File: src/rtl/octet_pkg.sv
package octet_pkg;

    typedef enum logic [2:0] {
        OP_LD  = 3'd0,
        OP_AND = 3'd1,
        OP_OR  = 3'd2,
        OP_XOR = 3'd3,
        OP_ADD = 3'd4,
        OP_SUB = 3'd5,
        OP_ST  = 3'd6,
        OP_BR  = 3'd7
    } op_e;

    typedef enum logic [1:0] {
        SRC_IMM = 2'd0,
        SRC_MEM = 2'd1,
        SRC_ACC = 2'd2,
        SRC_IN  = 2'd3
    } src_e;

    typedef enum logic [2:0] {
        DST_NONE = 3'd0,
        DST_ACC  = 3'd1,
        DST_X    = 3'd2,
        DST_Y    = 3'd3,
        DST_OUT  = 3'd4
    } dst_e;

    typedef enum logic {
        PH_RESET = 1'b0,
        PH_RUN   = 1'b1
    } phase_e;

    typedef struct packed {
        op_e        op;
        logic [2:0] mode;
        src_e       src;
        dst_e       dst;
        logic       lo_from_x;
        logic       hi_from_y;
        logic       bump_x;
        logic       is_store;
        logic       is_branch;
        logic       far_jump;
    } ctrl_t;

endpackage

File: src/rtl/octet_progmem.sv
module octet_progmem #(
    parameter int AW = 8,
    parameter int WW = 16
) (
    input  logic          clk,
    input  logic          rst,
    input  logic          wr_en,
    input  logic [AW-1:0] wr_addr,
    input  logic [WW-1:0] wr_data,
    input  logic [AW-1:0] rd_addr,
    output logic [WW-1:0] q
);
    localparam int DEPTH = 1 << AW;

    logic [WW-1:0] store [DEPTH];

    always_ff @(posedge clk) begin
        if (wr_en) begin
            store[wr_addr] <= wr_data;
        end
    end

    // Registered read: this register is the instruction latch.
    always_ff @(posedge clk) begin
        if (rst) begin
            q <= '0;
        end else begin
            q <= store[rd_addr];
        end
    end
endmodule

File: src/rtl/octet_decode.sv
module octet_decode
    import octet_pkg::*;
(
    input  logic [7:0] ir,
    output ctrl_t      ctrl
);
    always_comb begin
        ctrl           = '0;
        ctrl.op        = op_e'(ir[7:5]);
        ctrl.mode      = ir[4:2];
        ctrl.src       = src_e'(ir[1:0]);
        ctrl.is_store  = (ctrl.op == OP_ST);
        ctrl.is_branch = (ctrl.op == OP_BR);
        ctrl.far_jump  = ctrl.is_branch && (ctrl.mode == 3'd0);
        ctrl.dst       = DST_NONE;

        if (!ctrl.is_branch) begin
            unique case (ctrl.mode)
                3'd0: begin
                    ctrl.dst = ctrl.is_store ? DST_NONE : DST_ACC;
                end
                3'd1: begin
                    ctrl.dst       = ctrl.is_store ? DST_NONE : DST_ACC;
                    ctrl.lo_from_x = 1'b1;
                end
                3'd2: begin
                    ctrl.dst       = ctrl.is_store ? DST_NONE : DST_ACC;
                    ctrl.hi_from_y = 1'b1;
                end
                3'd3: begin
                    ctrl.dst       = ctrl.is_store ? DST_NONE : DST_ACC;
                    ctrl.lo_from_x = 1'b1;
                    ctrl.hi_from_y = 1'b1;
                end
                3'd4: begin
                    ctrl.dst = DST_X;
                end
                3'd5: begin
                    ctrl.dst = DST_Y;
                end
                3'd6: begin
                    ctrl.dst = ctrl.is_store ? DST_NONE : DST_OUT;
                end
                3'd7: begin
                    ctrl.dst       = ctrl.is_store ? DST_NONE : DST_OUT;
                    ctrl.lo_from_x = 1'b1;
                    ctrl.hi_from_y = 1'b1;
                    ctrl.bump_x    = 1'b1;
                end
                default: ;
            endcase
        end
    end
endmodule

File: src/rtl/octet_alu.sv
module octet_alu
    import octet_pkg::*;
#(
    parameter int W = 8
) (
    input  op_e          op,
    input  logic [W-1:0] acc,
    input  logic [W-1:0] bus,
    output logic [W-1:0] result
);
    always_comb begin
        unique case (op)
            OP_LD:   result = bus;
            OP_AND:  result = acc & bus;
            OP_OR:   result = acc | bus;
            OP_XOR:  result = acc ^ bus;
            OP_ADD:  result = acc + bus;
            OP_SUB:  result = acc - bus;
            OP_ST:   result = acc;
            OP_BR:   result = '0 - acc;
            default: result = bus;
        endcase
    end
endmodule

File: src/rtl/octet_branch.sv
module octet_branch #(
    parameter int W = 8
) (
    input  logic         is_branch,
    input  logic [2:0]   mode,
    input  logic [W-1:0] acc,
    output logic         taken
);
    logic [1:0] cond_idx;
    logic [3:0] mode_ext;

    always_comb begin
        // index 0: positive, 1: negative, 2: zero
        cond_idx = {(acc == '0), acc[W-1]};
        mode_ext = {1'b0, mode};
        taken    = is_branch && ((mode == 3'd0) || mode_ext[cond_idx]);
    end
endmodule

File: src/rtl/octet_cpu.sv
module octet_cpu
    import octet_pkg::*;
#(
    parameter int         DW         = 8,
    parameter int         PC_W       = 16,
    parameter int         RAM_AW     = 15,
    parameter int         ROM_AW     = 8,
    parameter logic [7:0] UNDEF_BYTE = 8'hFF
) (
    input  logic              clk,
    input  logic              rst,
    input  logic              prog_we,
    input  logic [ROM_AW-1:0] prog_addr,
    input  logic [2*DW-1:0]   prog_data,
    input  logic [DW-1:0]     in_port,
    output logic [DW-1:0]     out_port,
    output logic [RAM_AW-1:0] ram_addr,
    output logic [DW-1:0]     ram_wdata,
    output logic              ram_we,
    input  logic [DW-1:0]     ram_rdata,
    output logic [PC_W-1:0]   fetch_addr
);
    localparam int              WORD_W   = 2 * DW;
    localparam logic [DW-1:0]   BYTE_ONE = DW'(1);
    localparam logic [PC_W-1:0] PC_ONE   = PC_W'(1);

    phase_e          phase_q, phase_d;
    logic            exec_en;
    logic [PC_W-1:0] pc_q, pc_next;
    logic [DW-1:0]   ac_q, x_q, y_q, out_q;
    logic [WORD_W-1:0] word;
    logic [DW-1:0]   ir, imm;
    ctrl_t           ctrl;
    logic [DW-1:0]   addr_lo, addr_hi;
    logic [DW-1:0]   bus;
    logic [DW-1:0]   alu_res;
    logic            taken;

    // Phase state register
    always_ff @(posedge clk) begin
        if (rst) begin
            phase_q <= PH_RESET;
        end else begin
            phase_q <= phase_d;
        end
    end

    always_comb begin
        unique case (phase_q)
            PH_RESET: phase_d = PH_RUN;
            PH_RUN:   phase_d = PH_RUN;
            default:  phase_d = PH_RESET;
        endcase
    end

    // Phase outputs
    always_comb begin
        unique case (phase_q)
            PH_RESET: exec_en = 1'b0;
            PH_RUN:   exec_en = 1'b1;
            default:  exec_en = 1'b0;
        endcase
    end

    octet_progmem #(.AW(ROM_AW), .WW(WORD_W)) u_progmem (
        .clk     (clk),
        .rst     (rst),
        .wr_en   (prog_we && rst),
        .wr_addr (prog_addr),
        .wr_data (prog_data),
        .rd_addr (pc_q[ROM_AW-1:0]),
        .q       (word)
    );

    assign ir  = word[WORD_W-1:DW];
    assign imm = word[DW-1:0];

    octet_decode u_decode (
        .ir   (ir),
        .ctrl (ctrl)
    );

    // Effective address and bus source
    always_comb begin
        addr_lo = ctrl.lo_from_x ? x_q : imm;
        addr_hi = ctrl.hi_from_y ? y_q : '0;
        unique case (ctrl.src)
            SRC_IMM: bus = imm;
            SRC_MEM: bus = ctrl.is_store ? UNDEF_BYTE : ram_rdata;
            SRC_ACC: bus = ac_q;
            SRC_IN:  bus = in_port;
            default: bus = imm;
        endcase
    end

    octet_alu #(.W(DW)) u_alu (
        .op     (ctrl.op),
        .acc    (ac_q),
        .bus    (bus),
        .result (alu_res)
    );

    octet_branch #(.W(DW)) u_branch (
        .is_branch (ctrl.is_branch),
        .mode      (ctrl.mode),
        .acc       (ac_q),
        .taken     (taken)
    );

    always_comb begin
        pc_next = pc_q + PC_ONE;
        if (exec_en && taken) begin
            if (ctrl.far_jump) begin
                pc_next = {y_q, bus};
            end else begin
                pc_next = {pc_q[PC_W-1:DW], bus};
            end
        end
    end

    // Architectural registers
    always_ff @(posedge clk) begin
        if (rst) begin
            pc_q  <= '0;
            ac_q  <= '0;
            x_q   <= '0;
            y_q   <= '0;
            out_q <= '0;
        end else begin
            pc_q <= pc_next;
            if (exec_en) begin
                unique case (ctrl.dst)
                    DST_ACC: ac_q  <= alu_res;
                    DST_X:   x_q   <= alu_res;
                    DST_Y:   y_q   <= alu_res;
                    DST_OUT: out_q <= alu_res;
                    default: ;
                endcase
                if (ctrl.bump_x) begin
                    x_q <= x_q + BYTE_ONE;
                end
            end
        end
    end

    assign ram_addr   = RAM_AW'({addr_hi, addr_lo});
    assign ram_wdata  = bus;
    assign ram_we     = exec_en && ctrl.is_store;
    assign out_port   = out_q;
    assign fetch_addr = pc_q;


    reset_pc_chk: assert property (@(posedge clk)
        $fell(rst) |-> (fetch_addr == '0));


    store_keeps_acc_chk: assert property (@(posedge clk) disable iff (rst)
        (exec_en && ctrl.is_store) |=> ($stable(ac_q) && $stable(out_q)));


    bump_x_chk: assert property (@(posedge clk) disable iff (rst)
        (exec_en && ctrl.bump_x) |=> (x_q == $past(x_q) + BYTE_ONE));


    far_jump_chk: assert property (@(posedge clk) disable iff (rst)
        (exec_en && ctrl.far_jump) |=> (pc_q == {$past(y_q), $past(bus)}));


    near_branch_page_chk: assert property (@(posedge clk) disable iff (rst)
        (exec_en && taken && !ctrl.far_jump) |=>
        (pc_q[PC_W-1:DW] == $past(pc_q[PC_W-1:DW])));
endmodule

File: config.mk
export PLATFORM = sky130hd
export DESIGN_NAME = octet_cpu
export DESIGN_NICKNAME = d
export VERILOG_FILES = /design/src/rtl/octet_pkg.sv /design/src/rtl/octet_progmem.sv /design/src/rtl/octet_decode.sv /design/src/rtl/octet_alu.sv /design/src/rtl/octet_branch.sv /design/src/rtl/octet_cpu.sv
export SDC_FILE = /design/constraint.sdc
export NUM_CORES = 2
export LEC_CHECK = 0
export CORE_ASPECT_RATIO = 0.9
export CORE_MARGIN = 8
export CORE_UTILIZATION = 45
export DETAILED_ROUTE_END_ITERATION = 16
export DONT_BUFFER_PORTS = 1
export HOLD_SLACK_MARGIN = 0.1
export PLACE_DENSITY = 0.66
export SLEW_MARGIN = 40
export SYNTH_ARGS = -nofsm -noshare
export SYNTH_HDL_FRONTEND = slang
export SYNTH_SLANG_ARGS = --single-unit
File: constraint.sdc
create_clock -name clk -period 3.5 [get_ports clk]
set_clock_uncertainty 0.2 [all_clocks]
set_input_delay 0.175 -clock clk [delete_from_list [all_inputs] [get_ports clk]]
set_output_delay 0.175 -clock clk [all_outputs]
set_load 0.05 [all_outputs]
==> reports/metrics.cfg <==
[logic_synthesis]
synth_nets=6979
async_flop_share=0
syn-instance-count=6908
synthDistinctLibCells=75
syn_area_sq_um=161200
synth_top_flop_cell=edfxtp_1
netlist.top_cell.by_area=edfxtp_1
yosys.area.top_type_share=0.7629
synth.top_cells.by_area=edfxtp_1 76%, mux4_2 18%, dfxtp_1 0.81%
avgSynthCellArea_sq_um=23.34
ys_ff_latch=4161
synth_edf_count=4096
ys_seq_area_frac=0.7710
ys.warnings.count=0

[clocking]
clockRootBuffer=clkbuf_16
clk_latency_ns=0.92
clk_pin_slew_ns=0.06
cts_tree=yes
cts_made_buffers=400
cts_sinks=4161
clock_path_buffers=4
h-tree-depth=5

[timing]
setup_violations=23
fmax_mhz=271.5
rsz0062_at_grt=yes
finalHoldViolCount=46
slew_headroom=0.3809
timing.final.crit_share=1.053
layout_setup_ws_ns=-0.1839
tightest_slew_ns=0.9287
whs_ns=-0.8449
fin_crit_ns=3.684
finalMaxSlewViolations=0

[setup_path]
slowest_stage=mux4_2
reg2reg_slack_ns=-0.18
worst_setup_path_start_kind=flop
cpPeakStageDelay_ns=0.61
arrival_ns=4.29
endpoint_kind=flop
worstPathCellList=buf_16, buf_8, buf_16, buf_12, buf_12, buf_16, mux4_2, mux4_2, mux4_2, a22oi_2, a21oi_1
cp_max_fo=6
crit_type=flop to flop
required_ns=4.10

[finish]
layout-drive-gt1-share=0.3802
final_common_cell=edfxtp_1
final_core_util=0.5349
syn2layout_area_growth_pct=18.29
num-fill-cells=26497
nets=8054
layout_common_cells=4,096 x edfxtp_1, 1,280 x mux4_2, 738 x buf_4

[global_routing]
gr-total-overflow=0
grt_pass1_wl_mm=609.5
grtUsageTotal=0.2254
grt_pass1_vias=79166
grt_use_met2=0.3431
grtUsageMet3=0.04533
grt_max_degree=257
antenna_found_initial=29
busiest_layer=met2
grtUsageMet1=0.3275

[drt]
routedWlPerCell_um=33.53
antenna_left=0
vias=80966
drc=0
drtIter0Drc=12090
wirelength_mm=437.6
firstDrtPassIters=6
viasPerCell=6.203

[job]
maxCapViolCount=0

[worst_hold_path]
hold_path.class=input pin to flop

[die]
fp.coreArea_sq_um=356500
dieArea_sq_um=377700
io_pins=91
num_rows=208
die_h_um=583.8
die_w_um=646.9
initial_core_util=0.4522

[placement]
place.port_buffers=0
place.gp.congestion=0.8632
dp_hpwl_mm=251.8

[status]
outcome=finished, violations left
violations=negative hold slack, negative setup slack

[power_and_ir_drop]
p_leak_nw=59.85
p_per_area_nw_per_um2=556.7
max-vdd-ir-drop_v=0.0004627

## logic make-up after synthesis
group / Yosys count / share of synthesized area
DFF: 4161 / 0.7710
AOI/OAI and AO/OA: 319 / 0.01343
and+or+nand+nor: 606 / 0.01656
muxes: 1339 / 0.1826
xor gates and xnor gates: 18 / 0.0009779
buffers and inverters: 437 / 0.01320
adders and majority gates: 28 / 0.002220
## Yosys cell counts (24+ instances only)
| library cell | n |
|---|---|
| edfxtp_1 | 4096 |
| mux4_2 | 1280 |
| nor2_1 | 325 |
| clkbuf_1 | 184 |
| buf_2 | 105 |
| nand2_1 | 104 |
| a21oi_1 | 75 |
| dfxtp_1 | 65 |
| nand3_1 | 51 |
| o21ai_0 | 49 |
| buf_4 | 45 |
| mux2i_1 | 43 |
| a22oi_1 | 41 |
| buf_1 | 39 |
| inv_1 | 34 |
| ha_1 | 27 |
| buf_6 | 25 |
| nor2b_1 | 24 |
## layout make-up
cell class	instances	area, sq um	area share
tap	4725	5912	0.03100
inverter	39	160.2	0.0008398
clock buffer	495	10640	0.05578
clock inverter	225	1871	0.009809
multi-input combinational	2310	35940	0.1885
antenna	26	65.06	0.0003412
sequential	4161	124300	0.6520
timing repair buffer	1071	11780	0.06179
## layer usage
layer | vias up | routed length (um)
met5 | - | 10
met1 | 43571 | 173300
met4 | 2 | 16360
li1 | 31802 | -
met2 | 4820 | 202700
met3 | 771 | 45220
## critical path, delay by kind of cell (launching register included)
kind	cells	cell delay, ns
buffers and inverters	6	0.86
multiplexers	3	1.70
AO/OA/AOI/OAI	2	0.32
flip-flops	1	0.43
## timing repair
item	in CTS	in global routing
pin swaps	18	48
gates cloned	12	9
hold buffers	61	12
buffers inserted	55	91
setup endpoints to repair	36	52
endpoints found under the hold margin	7647	348
resized for setup	136	184
## final timing paths
check	start	endpoint	depth (start not counted)
min	rst	fetch_addr[12]$_SDFFE_PP0P_	1
max	fetch_addr[0]$_SDFF_PP0_	u_progmem.q[3]$_SDFF_PP0_	11
max reg2reg	fetch_addr[0]$_SDFF_PP0_	u_progmem.q[3]$_SDFF_PP0_	11
min reg2reg	y_q[4]$_SDFFE_PP0P_	fetch_addr[12]$_SDFFE_PP0P_	2
## flip-flops by register name, indices dropped and copies added, names as in the netlist
name             cells
u_progmem.store   4096
fetch_addr          16
x_q                  8
y_q                  8
out_port             8
ac_q                 8
phase_q              1
u_progmem.q         16
## per-stage QoR
step,power [mW],setup TNS [ns],instances,setup WS (ns),cell area (sq um)
5_1_grt,108.8,-4.362,13041,-0.2526,190700
4_1_cts,106.1,-1.174,12888,-0.1152,187900
2_1_floorplan,60.58,-1.083,6908,-0.1712,161300
3_3_place_gp,63.46,-7.268,12041,-0.6680,173000
3_5_place_dp,63.49,-5.796,12041,-0.5150,173000
6_report,106.2,-1.960,13052,-0.1839,190700
## power breakdown
group | switching [mW] | internal [mW] | total, mW
Sequential | 0.120 | 54.8 | 54.9
Clock | 18.3 | 23.5 | 41.8
Combinational | 5.07 | 4.34 | 9.41
Power figures use the tool's default switching activity.
